## config.mk

```make
export PLATFORM = sky130hd
export DESIGN_NAME = pgwalk_top
export DESIGN_NICKNAME = d
export VERILOG_FILES = /design/src/rtl/pgwalk_pkg.sv /design/src/rtl/pgwalk_seq.sv /design/src/rtl/pgwalk_path.sv /design/src/rtl/pgwalk_top.sv
export SDC_FILE = /design/constraint.sdc
export NUM_CORES = 1
export LEC_CHECK = 0
export BUFFER_PORTS_ARGS = -buffer_cell sky130_fd_sc_hd__buf_2
export CAP_MARGIN = 20
export CORE_MARGIN = 5
export CORE_UTILIZATION = 35
export DETAILED_ROUTE_END_ITERATION = 16
export PLACE_DENSITY = 0.56
export SLEW_MARGIN = 20
export SYNTH_ARGS = -nofsm -noshare
export SYNTH_HDL_FRONTEND = slang
export SYNTH_SLANG_ARGS = --single-unit
```

## constraint.sdc

```tcl
create_clock -name clk -period 2.25 [get_ports clk]
set_clock_uncertainty 0.1 [all_clocks]
set_input_delay 0.3375 -clock clk [delete_from_list [all_inputs] [get_ports clk]]
set_output_delay 0.3375 -clock clk [all_outputs]
set_load 0.005 [all_outputs]
```

## src/rtl/pgwalk_pkg.sv

```systemverilog
package pgwalk_pkg;

  typedef enum logic [2:0] {
    ST_IDLE = 3'd0,
    ST_RD1  = 3'd1,
    ST_WT1  = 3'd2,
    ST_RD2  = 3'd3,
    ST_WT2  = 3'd4,
    ST_DONE = 3'd5
  } walk_st_e;

  typedef enum logic [1:0] {
    FLT_NONE = 2'd0,
    FLT_LVL1 = 2'd1,
    FLT_LVL2 = 2'd2
  } walk_flt_e;

endpackage

```

## src/rtl/pgwalk_seq.sv

```systemverilog
module pgwalk_seq
  import pgwalk_pkg::*;
(
  input  logic     clk,
  input  logic     rst_n,
  input  logic     start_i,
  input  logic     ack_i,
  input  logic     ent_ok_i,
  output walk_st_e st_o,
  output logic     accept_o,
  output logic     take1_o,
  output logic     take2_o
);

  walk_st_e st_q, st_d;

  // events: named so the datapath and checker can observe them
  assign accept_o = (st_q == ST_IDLE) && start_i;
  assign take1_o  = (st_q == ST_WT1) && ack_i;
  assign take2_o  = (st_q == ST_WT2) && ack_i;

  always_comb begin
    st_d = st_q;
    unique case (st_q)
      ST_IDLE: if (accept_o) st_d = ST_RD1;
      ST_RD1:  st_d = ST_WT1;
      ST_WT1:  if (take1_o) st_d = ent_ok_i ? ST_RD2 : ST_DONE;
      ST_RD2:  st_d = ST_WT2;
      ST_WT2:  if (take2_o) st_d = ST_DONE;
      ST_DONE: st_d = ST_IDLE;
      default: st_d = ST_IDLE;
    endcase
  end

  always_ff @(posedge clk or negedge rst_n) begin
    if (!rst_n) st_q <= ST_IDLE;
    else        st_q <= st_d;
  end

  assign st_o = st_q;

endmodule

```

## src/rtl/pgwalk_path.sv

```systemverilog
module pgwalk_path
  import pgwalk_pkg::*;
#(
  parameter int VA_W  = 20,
  parameter int OFF_W = 10,
  parameter int IX1_W = 5,
  parameter int IX2_W = 5,
  parameter int FRM_W = 6,
  parameter int MA_W  = 15,
  parameter int ENT_W = 16,
  localparam int PA_W = FRM_W + OFF_W
)(
  input  logic             clk,
  input  logic             rst_n,
  input  walk_st_e         st_i,
  input  logic             accept_i,
  input  logic             take1_i,
  input  logic             take2_i,
  input  logic [VA_W-1:0]  vaddr_i,
  input  logic [MA_W-1:0]  base_i,
  input  logic [ENT_W-1:0] rdata_i,
  output logic             ent_ok_o,
  output logic [MA_W-1:0]  maddr_o,
  output logic [PA_W-1:0]  paddr_o,
  output walk_flt_e        fault_o
);

  function automatic logic [IX1_W-1:0] pick_ix1(input logic [VA_W-1:0] va);
    return va[VA_W-1 -: IX1_W];
  endfunction

  function automatic logic [IX2_W-1:0] pick_ix2(input logic [VA_W-1:0] va);
    return va[OFF_W +: IX2_W];
  endfunction

  function automatic logic [MA_W-1:0] slot_addr(input logic [MA_W-1:0] base,
                                                input logic [MA_W-1:0] ix);
    return base + ix;
  endfunction

  function automatic logic [PA_W-1:0] join_pa(input logic [ENT_W-1:0] ent,
                                              input logic [VA_W-1:0]  va);
    return {ent[FRM_W-1:0], va[OFF_W-1:0]};
  endfunction

  logic [VA_W-1:0] va_q;
  logic [MA_W-1:0] base_q;
  logic [MA_W-1:0] l2b_q;
  logic [PA_W-1:0] pa_q;
  walk_flt_e       flt_q;
  logic            lvl2;

  assign ent_ok_o = rdata_i[ENT_W-1];
  assign lvl2     = (st_i == ST_RD2) || (st_i == ST_WT2);
  assign maddr_o  = lvl2 ? slot_addr(l2b_q, MA_W'(pick_ix2(va_q)))
                         : slot_addr(base_q, MA_W'(pick_ix1(va_q)));

  always_ff @(posedge clk or negedge rst_n) begin
    if (!rst_n) begin
      va_q   <= '0;
      base_q <= '0;
      l2b_q  <= '0;
      pa_q   <= '0;
      flt_q  <= FLT_NONE;
    end else begin
      if (accept_i) begin
        va_q   <= vaddr_i;
        base_q <= base_i;
        pa_q   <= '0;
        flt_q  <= FLT_NONE;
      end
      if (take1_i) begin
        if (ent_ok_o) l2b_q <= rdata_i[MA_W-1:0];
        else          flt_q <= FLT_LVL1;
      end
      if (take2_i) begin
        if (ent_ok_o) pa_q  <= join_pa(rdata_i, va_q);
        else          flt_q <= FLT_LVL2;
      end
    end
  end

  assign paddr_o = pa_q;
  assign fault_o = flt_q;

endmodule

```

## src/rtl/pgwalk_top.sv

```systemverilog
module pgwalk_top
  import pgwalk_pkg::*;
#(
  parameter int VA_W  = 20,
  parameter int OFF_W = 10,
  parameter int IX1_W = 5,
  parameter int IX2_W = 5,
  parameter int FRM_W = 6,
  parameter int MA_W  = 15,
  parameter int ENT_W = 16,
  localparam int PA_W = FRM_W + OFF_W
)(
  input  logic             clk,
  input  logic             rst_n,
  input  logic             req_valid,
  output logic             req_ready,
  input  logic [VA_W-1:0]  req_vaddr,
  input  logic [MA_W-1:0]  tbl_base,
  output logic             mem_req,
  output logic [MA_W-1:0]  mem_addr,
  input  logic             mem_ack,
  input  logic [ENT_W-1:0] mem_rdata,
  output logic             done_valid,
  output logic [PA_W-1:0]  done_paddr,
  output logic [1:0]       done_fault
);

  walk_st_e  st;
  walk_flt_e flt;
  logic      ev_accept, ev_take1, ev_take2, ent_ok;
  logic      walk_wait;

  pgwalk_seq u_seq (
    .clk      (clk),
    .rst_n    (rst_n),
    .start_i  (req_valid),
    .ack_i    (mem_ack),
    .ent_ok_i (ent_ok),
    .st_o     (st),
    .accept_o (ev_accept),
    .take1_o  (ev_take1),
    .take2_o  (ev_take2)
  );

  pgwalk_path #(
    .VA_W(VA_W), .OFF_W(OFF_W), .IX1_W(IX1_W), .IX2_W(IX2_W),
    .FRM_W(FRM_W), .MA_W(MA_W), .ENT_W(ENT_W)
  ) u_path (
    .clk      (clk),
    .rst_n    (rst_n),
    .st_i     (st),
    .accept_i (ev_accept),
    .take1_i  (ev_take1),
    .take2_i  (ev_take2),
    .vaddr_i  (req_vaddr),
    .base_i   (tbl_base),
    .rdata_i  (mem_rdata),
    .ent_ok_o (ent_ok),
    .maddr_o  (mem_addr),
    .paddr_o  (done_paddr),
    .fault_o  (flt)
  );

  assign req_ready  = (st == ST_IDLE);
  assign mem_req    = (st == ST_RD1) || (st == ST_RD2);
  assign walk_wait  = (st == ST_WT1) || (st == ST_WT2);
  assign done_valid = (st == ST_DONE);
  assign done_fault = flt;

endmodule

```

# Yosys cells after proc, flatten, opt, wreduce, memory -nomap -nowiden
# Index checks and enable logic that the tools add are counted.
# word_totals
register_bits	71
out_inout_bits	36
# op_classes
addsub	2
eq_ne	8
n_mux	14
n_reduce_logical	8
# op_table
operator	count
two-way mux 16 bit	3
adder 15 x 5 -> 15 bit	2
two-way mux 15 bit	1
case mux 3 bit (5 select lines)	1
two-way mux 3 bit	4
two-way mux 2 bit	5
== test 3 x 2 -> 1 bit (second input constant)	2
== test 3 bit (second input constant)	2
inequality test 2 bit (second input constant)	2
== test 3 x 1 -> 1 bit (second input constant)	1
logical AND 1 bit	3
logical NOT 3 bit	1
AND reduction 3 bit	1
logical OR 1 bit	2
inequality test 2 x 1 -> 1 bit (second input constant)	1
AND reduction 2 bit	1

# Logic depth before layout (Yosys ltp)
# Gate-level depths: netlist of the first run.
# depth
ltp_word	7
ltp_mapped	8
ltp_nobuf	8

# Modules after synthesis
# Synthesis of the first run repeated with hierarchy kept, for this count alone.
# unflattened
hier_cells	342
hier_area_um2	3707.3
# by_module_without_submodules
module	n_inst	cells_each	area_each_um2	seq_area_each_um2
pgwalk_path	1	319	3499.6	1701.6
pgwalk_seq	1	20	183.9	75.1
pgwalk_top	1	3	23.8	0.0

# Worst setup path after synthesis of the first run
# OpenSTA, ideal clock, no wires.
# synth_path
path_kind	register to output
startpoint	reg u_path.base_q[0]
endpoint	out mem_addr[8]
arrival_time_ns	1.898
t_required_ns	1.812
path_slack_ns	-0.086
path_stages_with_launch	9
n_path_buf	0
path_cell_list	dfrtp_1 ha_1 inv_1 fa_1 nand2b_1 a21oi_1 o21ai_0 xnor2_1 mux2_2
# synth_via
elab_chain_len	2
# synth_rtl
item	line_no	rtl
start: declaration	pgwalk_path.sv:47	logic [MA_W-1:0] base_q;
start signal: assignment	pgwalk_path.sv:68	base_q <= base_i;
adder 15 x 5 -> 15 bit	pgwalk_path.sv:38	return base + ix;
two-way mux 15 bit	pgwalk_path.sv:55	assign maddr_o = lvl2 ? slot_addr(l2b_q, MA_W'(pick_ix2(va_q)))
end: declaration	pgwalk_top.sv:20	output logic [MA_W-1:0] mem_addr,
# No other way between the ends.

# Final worst setup path of the first run
# Ends and elaborated chain as after synthesis.

==> reports/metrics.cfg, run 1 <==
[run_status]
status=complete, but fails checks
violations=setup timing

[die]
start_util_pct=35.87
fp-row-count=37
dieArea_um2=12740
coreArea_um2=10320
die_w_um=112.9
ios=91
die_y_um=112.9

[global_route]
grt_pass1_vias=3018
grt_max_degree=72
grt_overflow=0
grt_pass1_wl_um=14880
grt_use_total_pct=14.49
antenna_found_initial=2

[cts]
ctsRootBufferMaster=clkbuf_8
htree_levels=3
cts_buffers=9
clk_pin_slew_ps=80
clock_sink_count=71
clockBufferDepth=2
hold_buffers=0
cts_tree=done
clock_latency_ps=350

[timing]
slew_headroom_pct=37.96
finalHoldViolCount=0
hold_slack_ps=15.49
tightest_slew_ps=930.6
setup_tns_ps=-4011
setup_viol=12
final_max_slew_viol_count=0
fmax_mhz=361.9
rsz0062_at_grt=true
period_share_pct=122.8
finalWorstSetupSlack_ps=-513.1
min_period_ps=2763

[critical_path]
path_buf_inv=2
path_cells=ha_2 > inv_2 > fa_2 > nand2b_4 > a21oi_4 > o21ai_1 > xnor2_1 > mux2_4 > buf_6
reg2reg_to=u_path.va_q[13]
cp_max_fo=6
rr_worst_depth=6
slowest_stage=dfrtp_1
rrSetupSlack_ps=160
cpPeakStageDelay_ps=360
endpoint_kind=primary output
worstReg2RegStart=u_seq.st_o[0]
required_ps=1810
path_delay_family=adder cells
cp.arrival_ps=2330
critPathLaunchType=flop
crit_type=flop to primary output

[synth]
synth_flop_cell=dfrtp_1
synthArstFlopShare_pct=100.0
syn_area_per_cell_um2=11.83
synth-seq-area-share_pct=47.97
netlist_area_um2=3704
yosys_warnings=0
synth_nets=380
synth_cells=313
synth_top_area_share_pct=47.97
synth_edf_count=0
synth_seq_cells=71
yosysTopAreaCell=dfrtp_1
synth_cell_types=42
ys_top_cells_by_area=dfrtp_1 48%, mux2_2 9.4%, mux2_1 4.9%, xor2_1 4.5%, a22o_1 4.0%

[place]
place.gp.congestion=0.8407
io_buffers=90
dp_hpwl_um=6426

[detailed_routing]
drc=0
wl_per_cell_um=15.53
vias=2856
ant_nets=0
first_pass_iters=4
drt_wl_total_um=9022
viasPerCell=4.916
drtIter0Drc=110

[finish]
drive_gt1_share_pct=48.31
multi_input_area_um2=1949
nNetsFinal=507
finish.utilization_pct=47.85
syn2layout_area_growth_pct=33.38
layout.area.seq_um2=1779
num-fill-cells=974
antenna_cells=0

[power]
power.density_nw_per_um2=1574
p_total_w=0.007776
p_leak_nw=2.269
ir_drop_mv=0.7110

[flow_run]
maxCapViolations=0

[worst_hold_path]
hold_class=primary input to asynchronous set/reset pin

==> sequential cells by signal (all words and copies together), names as in the netlist <==
name	cells
u_path.base_q	15
u_path.paddr_o	16
u_path.va_q	20
u_path.l2b_q	15
u_path.fault_o	2
u_seq.st_o	3
==> power by group <==
group / total [W] / switching [W] / internal (W) / leakage (nW)
logic: 0.00447 / 0.00203 / 0.00244 / 1.31
clock network: 0.000944 / 0.000533 / 0.000411 / 0.0866
registers: 0.00236 / 0.000504 / 0.00186 / 0.877
total: 0.00778 / 0.00306 / 0.00471 / 2.27
==> stage by stage <==
step | instance area (µm²) | worst slack, ps | cells
after global routing | 4940 | -654.0 | 581
after detailed placement | 4441 | -203.6 | 550
final | 4940 | -513.1 | 581
after floorplan | 3707 | 7.134 | 313
after CTS | 4806 | -555.2 | 571
after global placement | 4441 | -168.7 | 550
==> synthesized netlist by cell type, types with 3 or more instances <==
library cell and n:
nor2b_1 6, xnor2_1 3, buf_6 4, nand2_1 16, xor2_1 19, dfrtp_1 71, ha_1 10, a21o_1 3
a21oi_1 9, a22o_1 17, mux2_1 16, nor2_1 18, nand4_1 3, buf_2 4, inv_1 8, mux2i_1 10
a211oi_1 4, buf_4 4, o21ai_0 21, nand2b_1 4, o211ai_1 8, mux2_2 31
==> cell usage in the layout (no fill, tap or decap), types with 4 or more instances in the layout <==
master / n
buf_2: 88
dfrtp_1: 69
buf_4: 33
mux2_2: 30
xor2_1: 19
nor2_1: 16
nand2_1: 16
a22o_1: 16
mux2_1: 16
o21ai_0: 15
mux2i_1: 9
clkbuf_8: 9
o211ai_1: 8
inv_1: 5
a21oi_1: 5
nor2b_1: 5
buf_6: 5
o21ai_2: 4
ha_4: 4
ha_1: 4
==> worst max-delay path by stage <==
stage	from	end	slack (ps)	depth (start not counted)
final	u_path.base_q[0]	mem_addr[8]	-510	9
after CTS	u_path.l2b_q[0]	mem_addr[8]	-560	9
after global routing	u_path.l2b_q[0]	mem_addr[12]	-650	10
after detailed placement	u_path.l2b_q[0]	mem_addr[14]	-200	10
after floorplan	u_path.l2b_q[0]	mem_addr[8]	7	8
after global placement	u_path.l2b_q[0]	mem_addr[8]	-170	9
==> timing repair <==
action	4_1_cts	5_1_grt
resized for setup	35	11
pin swaps	19	13
setup endpoints to repair	15	15
cloned	0	1
setup buffers	5	11
==> final cells by class <==
cell class | count | area share [%]
inverters | 8 | 0.6586
clock inverters | 7 | 1.114
flip-flops and latches | 71 | 36.02
clock buffers | 9 | 2.508
multi-input cells | 220 | 39.46
well taps | 136 | 3.445
repair buffers | 130 | 16.79
==> cell families after synthesis <==
family	share of synthesized area, %
flip-flops	47.97
multiplexers	16.99
buffers and inverters	3.581
AND/OR/NAND/NOR	9.122
XOR/XNOR	5.203
adder cells (fa/ha/maj)	4.460
AO/OA/AOI/OAI	12.67
==> routing by layer <==
layer,share of wire (%),GRT usage [%],up-vias,wire length (µm)
met4,1.1,4.487,4,97
met1,44,18.59,1376,3964
li1,-,-,1385,-
met5,0.21,0,-,19
met2,48,23.06,77,4289
met3,7.2,5.027,14,651
No activity file was read; power rests on OpenSTA's default activity.
==> inputs of run 2 (changes only) <==
--- a/config.mk
+++ b/config.mk
@@ -7,10 +7,12 @@
 export LEC_CHECK = 0
 export BUFFER_PORTS_ARGS = -buffer_cell sky130_fd_sc_hd__buf_2
 export CAP_MARGIN = 20
+export CELL_PAD_IN_SITES_DETAIL_PLACEMENT = 1
+export CELL_PAD_IN_SITES_GLOBAL_PLACEMENT = 1
 export CORE_MARGIN = 5
 export CORE_UTILIZATION = 35
 export DETAILED_ROUTE_END_ITERATION = 16
-export PLACE_DENSITY = 0.56
+export PLACE_DENSITY = 0.69
 export SLEW_MARGIN = 20
 export SYNTH_ARGS = -nofsm -noshare
 export SYNTH_HDL_FRONTEND = slang
==> constraint.sdc (replaced) <==
create_clock -name clk -period 2.25 [get_ports clk]
set_clock_uncertainty 0.1 [all_clocks]
set_input_delay 0.1125 -clock clk [delete_from_list [all_inputs] [get_ports clk]]
set_output_delay 0.1125 -clock clk [all_outputs]
set_load 0.005 [all_outputs]
==> reports/metrics.cfg, run 2 (synthesized netlist as in run 1, its figures left out) <==
[die]
start_util_pct=35.87  ; unchanged
die_y_um=112.9  ; unchanged
fp-row-count=37  ; unchanged
coreArea_um2=10320  ; unchanged
die_w_um=112.9  ; unchanged
dieArea_um2=12740  ; unchanged
ios=91  ; unchanged

[timing]
rsz0062_at_grt=true
finalHoldViolCount=0  ; unchanged
final_max_slew_viol_count=0  ; unchanged
setup_viol=10  ; -2
tightest_slew_ps=912.8  ; -17.86 ps
min_period_ps=2599  ; -164.0 ps
hold_slack_ps=45.60  ; +30.11 ps
period_share_pct=115.5  ; -7.3 points
finalWorstSetupSlack_ps=-349.0  ; +164.0 ps
slew_headroom_pct=39.15  ; +1.2 points
fmax_mhz=384.8  ; +6.3%

[critical_path]
rrSetupSlack_ps=340  ; +180 ps
cpPeakStageDelay_ps=400  ; +40 ps
reg2reg_to=u_path.base_q[14]
critPathLaunchType=flop
endpoint_kind=primary output
path_cells=ha_4 > inv_2 > fa_2 > nor2b_4 > o31a_1 > buf_4 > o21ai_2 > xor2_1 > mux2i_1 > buf_2
slowest_stage=dfrtp_1
worstReg2RegStart=u_seq.st_o[1]
crit_type=flop to primary output
cp.arrival_ps=2390  ; +60 ps
required_ps=2040  ; +230 ps
rr_worst_depth=5  ; -1
cp_max_fo=4  ; -2

[global_route]
grt_pass1_wl_um=17100  ; +15%
grt_pass1_vias=3478  ; +15%
grt_overflow=0  ; unchanged
antenna_found_initial=0  ; -2
grt_max_degree=72  ; unchanged
grt_use_total_pct=16.45  ; +2.0 points

[finish]
stdcell_area_um2=5363  ; +8.6%
syn2layout_area_growth_pct=44.80
drive_gt1_share_pct=40.99  ; -7.3 points
final_cell_mix=88 x buf_2, 69 x dfrtp_1, 52 x dlygate4sd3_1, 30 x mux2_2, 23 x buf_4
nNetsFinal=545  ; +7.5%
num-fill-cells=1144  ; +17%
layout_commonest_cell=buf_2
largest_register_ffs=20  ; unchanged
top_register=u_path.va_q
antenna_cells=0  ; unchanged

[cts]
cts_tree=done
clk_pin_slew_ps=90  ; about the same
cts_buffers=9  ; unchanged
clock_latency_ps=360  ; about the same
htree_levels=3  ; unchanged
ctsRootBufferMaster=clkbuf_8
clock_sink_count=71  ; unchanged
clockBufferDepth=2  ; unchanged

[detailed_routing]
vias=3033  ; +6.2%
drt_wl_total_um=10460  ; +16%
first_pass_iters=4  ; unchanged
wl_per_cell_um=16.89  ; +8.8%
drc=0  ; unchanged
ant_nets=0  ; unchanged
viasPerCell=4.900  ; -0.32%
drtIter0Drc=122  ; +11%

[run_status]
status=complete, but fails checks
violations=setup timing

[worst_hold_path]
min_path_cells=4
hold_class=primary input to flop
hold_end=u_path.fault_o[0]
min-delay-start=req_valid

[power]
ir_drop_mv=0.6955  ; -2.2%
p_leak_nw=2.423  ; +6.8%
power.density_nw_per_um2=1474  ; -6.3%

[flow_run]
maxCapViolations=0  ; unchanged

[place]
place_ws_ps=-54.01  ; +149.6 ps
placed_area_um2=4332  ; -2.5%
place.gp.congestion=0.8149  ; -3.1%
io_buffers=90  ; unchanged
dp_hpwl_um=6773  ; +5.4%

run 2: changes by cell type in the layout (fill, tap and decap cells not counted), sizes merged:
cell / delta
buf: -13
dlygate4sd3: +52
clkbuf: -1
bufinv: +1
clkinvlp: -1
run 2: what timing repair did:
item                                   in CTS  in global routing
resized for setup                          25                 24
hold buffers                               52                  0
setup endpoints to repair                  13                 15
pin swaps                                   9                 10
setup buffers                              11                  5
endpoints found under the hold margin     128                  0
run 2: cell type report:
cell class                 instances  area, µm²  share of cell area [%]
clock buffer                       9      123.9                   2.310
clock inverter                     7      77.57                   1.447
inverter                           8      30.03                  0.5600
multi-input combinational        220       1974                   36.82
sequential                        71       1779                   33.18
tap                              136      170.2                   3.173
timing repair buffer             168       1207                   22.52
run 2: metrics by stage:
step / TNS, ps / total power [W] / std cells / util, %
CTS: -1924 / 0.007512 / 615 / 50.77
finish: -2097 / 0.007906 / 619 / 51.95
global placement: 0 / 0.005736 / 536 / 41.96
detailed placement: -65.61 / 0.005849 / 536 / 41.96
global route: -3507 / 0.008523 / 619 / 51.95
floorplan: 0 / 0.004579 / 313 / -
run 2: worst max path at each step:
stage	end	slack [ps]	cells past startpoint	from
2_1_floorplan	mem_addr[8]	140	8	u_path.base_q[0]
6_report	mem_addr[6]	-350	10	u_path.l2b_q[0]
5_1_grt	mem_addr[6]	-490	10	u_path.va_q[10]
3_3_place_gp	mem_addr[8]	30	9	u_path.l2b_q[0]
3_5_place_dp	mem_addr[8]	-50	9	u_path.l2b_q[0]
4_1_cts	mem_addr[12]	-340	10	u_path.va_q[10]
run 2: where the power goes:
group	internal [W]	total [W]	switching [W]
Clock	0.000524	0.00107	0.000542
Sequential	0.00186	0.00241	0.000549
Combinational	0.00234	0.00443	0.00210
run 2: worst max-delay path, delay by kind of cell, from the launching register on:
kind / cells / cell delay [ps]
fa+ha+maj: 2 / 530
flops: 1 / 400
buf+inv: 3 / 350
compound gates: 2 / 290
mux: 1 / 190
xor+xnor: 1 / 150
simple gates: 1 / 130
run 2: layer usage:
| layer | track usage (%) | part of all wire [%] | up-vias |
|---|---|---|---|
| li1 | - | - | 1452 |
| met1 | 19.65 | 42 | 1492 |
| met2 | 29.27 | 51 | 80 |
| met3 | 5.348 | 6.0 | 9 |
| met4 | 2.885 | 0.86 | 0 |
| met5 | 0 | 0 | - |
==> inputs of run 3 (changes only) <==
--- a/config.mk
+++ b/config.mk
@@ -11,8 +11,10 @@
 export CELL_PAD_IN_SITES_GLOBAL_PLACEMENT = 1
 export CORE_MARGIN = 5
 export CORE_UTILIZATION = 35
+export CTS_BUF_LIST = sky130_fd_sc_hd__clkbuf_16
 export DETAILED_ROUTE_END_ITERATION = 16
-export PLACE_DENSITY = 0.69
+export PLACE_DENSITY = 0.82
+export RECOVER_POWER = 100
 export SLEW_MARGIN = 20
 export SYNTH_ARGS = -nofsm -noshare
 export SYNTH_HDL_FRONTEND = slang
==> reports/metrics.cfg, run 3 (synthesized netlist as in run 1, its figures left out) <==
[run_status]
status=complete, but fails checks
violations=setup timing

[worst_hold_path]
hold_class=primary input to flop

[detailed_routing]
vias=3037  ; +0.13%
viasPerCell=4.938  ; +0.78%
ant_nets=0  ; unchanged
first_pass_iters=4  ; unchanged
drtIter0Drc=84  ; -31%
drt_wl_total_um=10470  ; about the same
wl_per_cell_um=17.02  ; +0.75%
drc=0  ; unchanged

[timing]
finalHoldViolCount=0  ; unchanged
setup_viol=30  ; +20
setup_tns_ps=-1485  ; +612.8 ps
rsz0062_at_grt=true
final_max_slew_viol_count=0  ; unchanged
tightest_slew_ps=935.8  ; +23.05 ps
slew_headroom_pct=37.61  ; -1.5 points
finalWorstSetupSlack_ps=-235.6  ; +113.5 ps
min_period_ps=2486  ; -113.5 ps
hold_slack_ps=55.44  ; +9.840 ps
period_share_pct=110.5  ; -5.0 points
fmax_mhz=402.3  ; +4.6%

[cts]
clock_sink_count=71  ; unchanged
htree_levels=3  ; unchanged
clock_latency_ps=340  ; -20 ps
cts_tree=done
clk_pin_slew_ps=60  ; -30 ps
cts_buffers=9  ; unchanged
ctsRootBufferMaster=clkbuf_16
clockBufferDepth=2  ; unchanged

[global_route]
grt_pass1_wl_um=16990  ; -0.65%
grt_pass1_vias=3453  ; -0.72%
grt_max_degree=38  ; -47%
grt_use_total_pct=16.71  ; +0.26 points
antenna_found_initial=0  ; unchanged
grt_overflow=0  ; unchanged

[finish]
nNetsFinal=541  ; -0.73%
largest_register_ffs=20  ; unchanged
num-fill-cells=1096  ; -4.2%
antenna_cells=0  ; unchanged
layout.area.seq_um2=1779  ; unchanged
stdcell_area_um2=5410  ; +0.89%
layout_commonest_cell=buf_2
multi_input_area_um2=1978  ; +0.19%
top_register=u_path.va_q
final_cell_mix=75 x buf_2, 69 x dfrtp_1, 51 x dlygate4sd3_1, 30 x mux2_2, 19 x xor2_1
syn2layout_area_growth_pct=46.08
drive_gt1_share_pct=36.95  ; -4.0 points

[die]
start_util_pct=35.87  ; unchanged
die_w_um=112.9  ; unchanged
fp-row-count=37  ; unchanged
dieArea_um2=12740  ; unchanged
coreArea_um2=10320  ; unchanged
ios=91  ; unchanged
die_y_um=112.9  ; unchanged

[critical_path]
required_ps=2040  ; about the same
cp_max_fo=4  ; unchanged
endpoint_kind=primary output
crit_type=flop to primary output
cp.arrival_ps=2270  ; -120 ps
critPathLaunchType=flop

[power]
p_leak_nw=2.390  ; -1.4%
power.density_nw_per_um2=1529  ; +3.7%
p_total_w=0.008271  ; +4.6%
ir_drop_mv=0.7373  ; +6.0%

[place]
dp_hpwl_um=7057  ; +4.2%
place.gp.congestion=0.8228  ; +0.97%
placed_area_um2=4337  ; +0.12%
io_buffers=90  ; unchanged

[flow_run]
maxCapViolations=0  ; unchanged

==> run 3: worst paths after layout <==
kind                                  from           endpoint  slack, ps  cells past startpoint
min in group asynchronous            rst_n  u_path.base_q[12]        460                      3
max reg2reg                  u_seq.st_o[2]   u_path.base_q[7]        -20                      5
max                        u_path.va_q[15]       mem_addr[10]       -240                     10
min                                mem_ack      u_seq.st_o[0]         60                      3
min reg2reg                 u_path.va_q[0]     u_path.va_q[0]        390                      1
max in group asynchronous            rst_n      u_seq.st_o[2]        910                      3
==> run 3: what timing repair did <==
item,CTS,global route
hold buffers,51,0
setup endpoints to repair,13,13
pin swaps,16,10
endpoints found under the hold margin,127,0
gates resized for setup,33,19
buffers inserted,5,8
gates cloned,0,0
==> run 3: area by class of cell <==
type | count | share of cell area [%]
repair buffers | 164 | 21.21
flip-flops and latches | 71 | 32.89
multi-input cells | 220 | 36.56
inverters | 8 | 0.5550
well taps | 136 | 3.145
clock inverters | 7 | 1.480
clock buffers | 9 | 4.163
==> run 3: worst max-delay path, cell delays in order (launching register included) <==
cell	delay (ps)
dfrtp_1	340
ha_2	180
inv_2	40
fa_2	340
nand2b_4	170
a21oi_4	160
buf_6	130
o2111ai_1	120
xor2_1	180
mux2i_1	130
buf_2	130
==> run 3: per-layer routing <==
layer | wire [µm] | GRT usage, %
met1 | 4327 | 19.24
met2 | 5533 | 30.37
met3 | 480 | 4.492
met4 | 124 | 4.728
met5 | 0 | 0
==> run 3: per-stage QoR <==
step	utilization, %	std cells	setup slack, ps
final	52.41	615	-235.6
after global routing	52.41	615	-393.2
after CTS	51.64	608	-292.2
after detailed placement	42.01	537	-61.78
after global placement	42.01	537	32.95
after floorplan	-	313	139.2
==> run 3: report_power, final <==
group | switching (W) | total [W] | internal (W)
clock | 0.000518 | 0.00147 | 0.000952
combinational | 0.00210 | 0.00439 | 0.00228
sequential | 0.000550 | 0.00242 | 0.00187
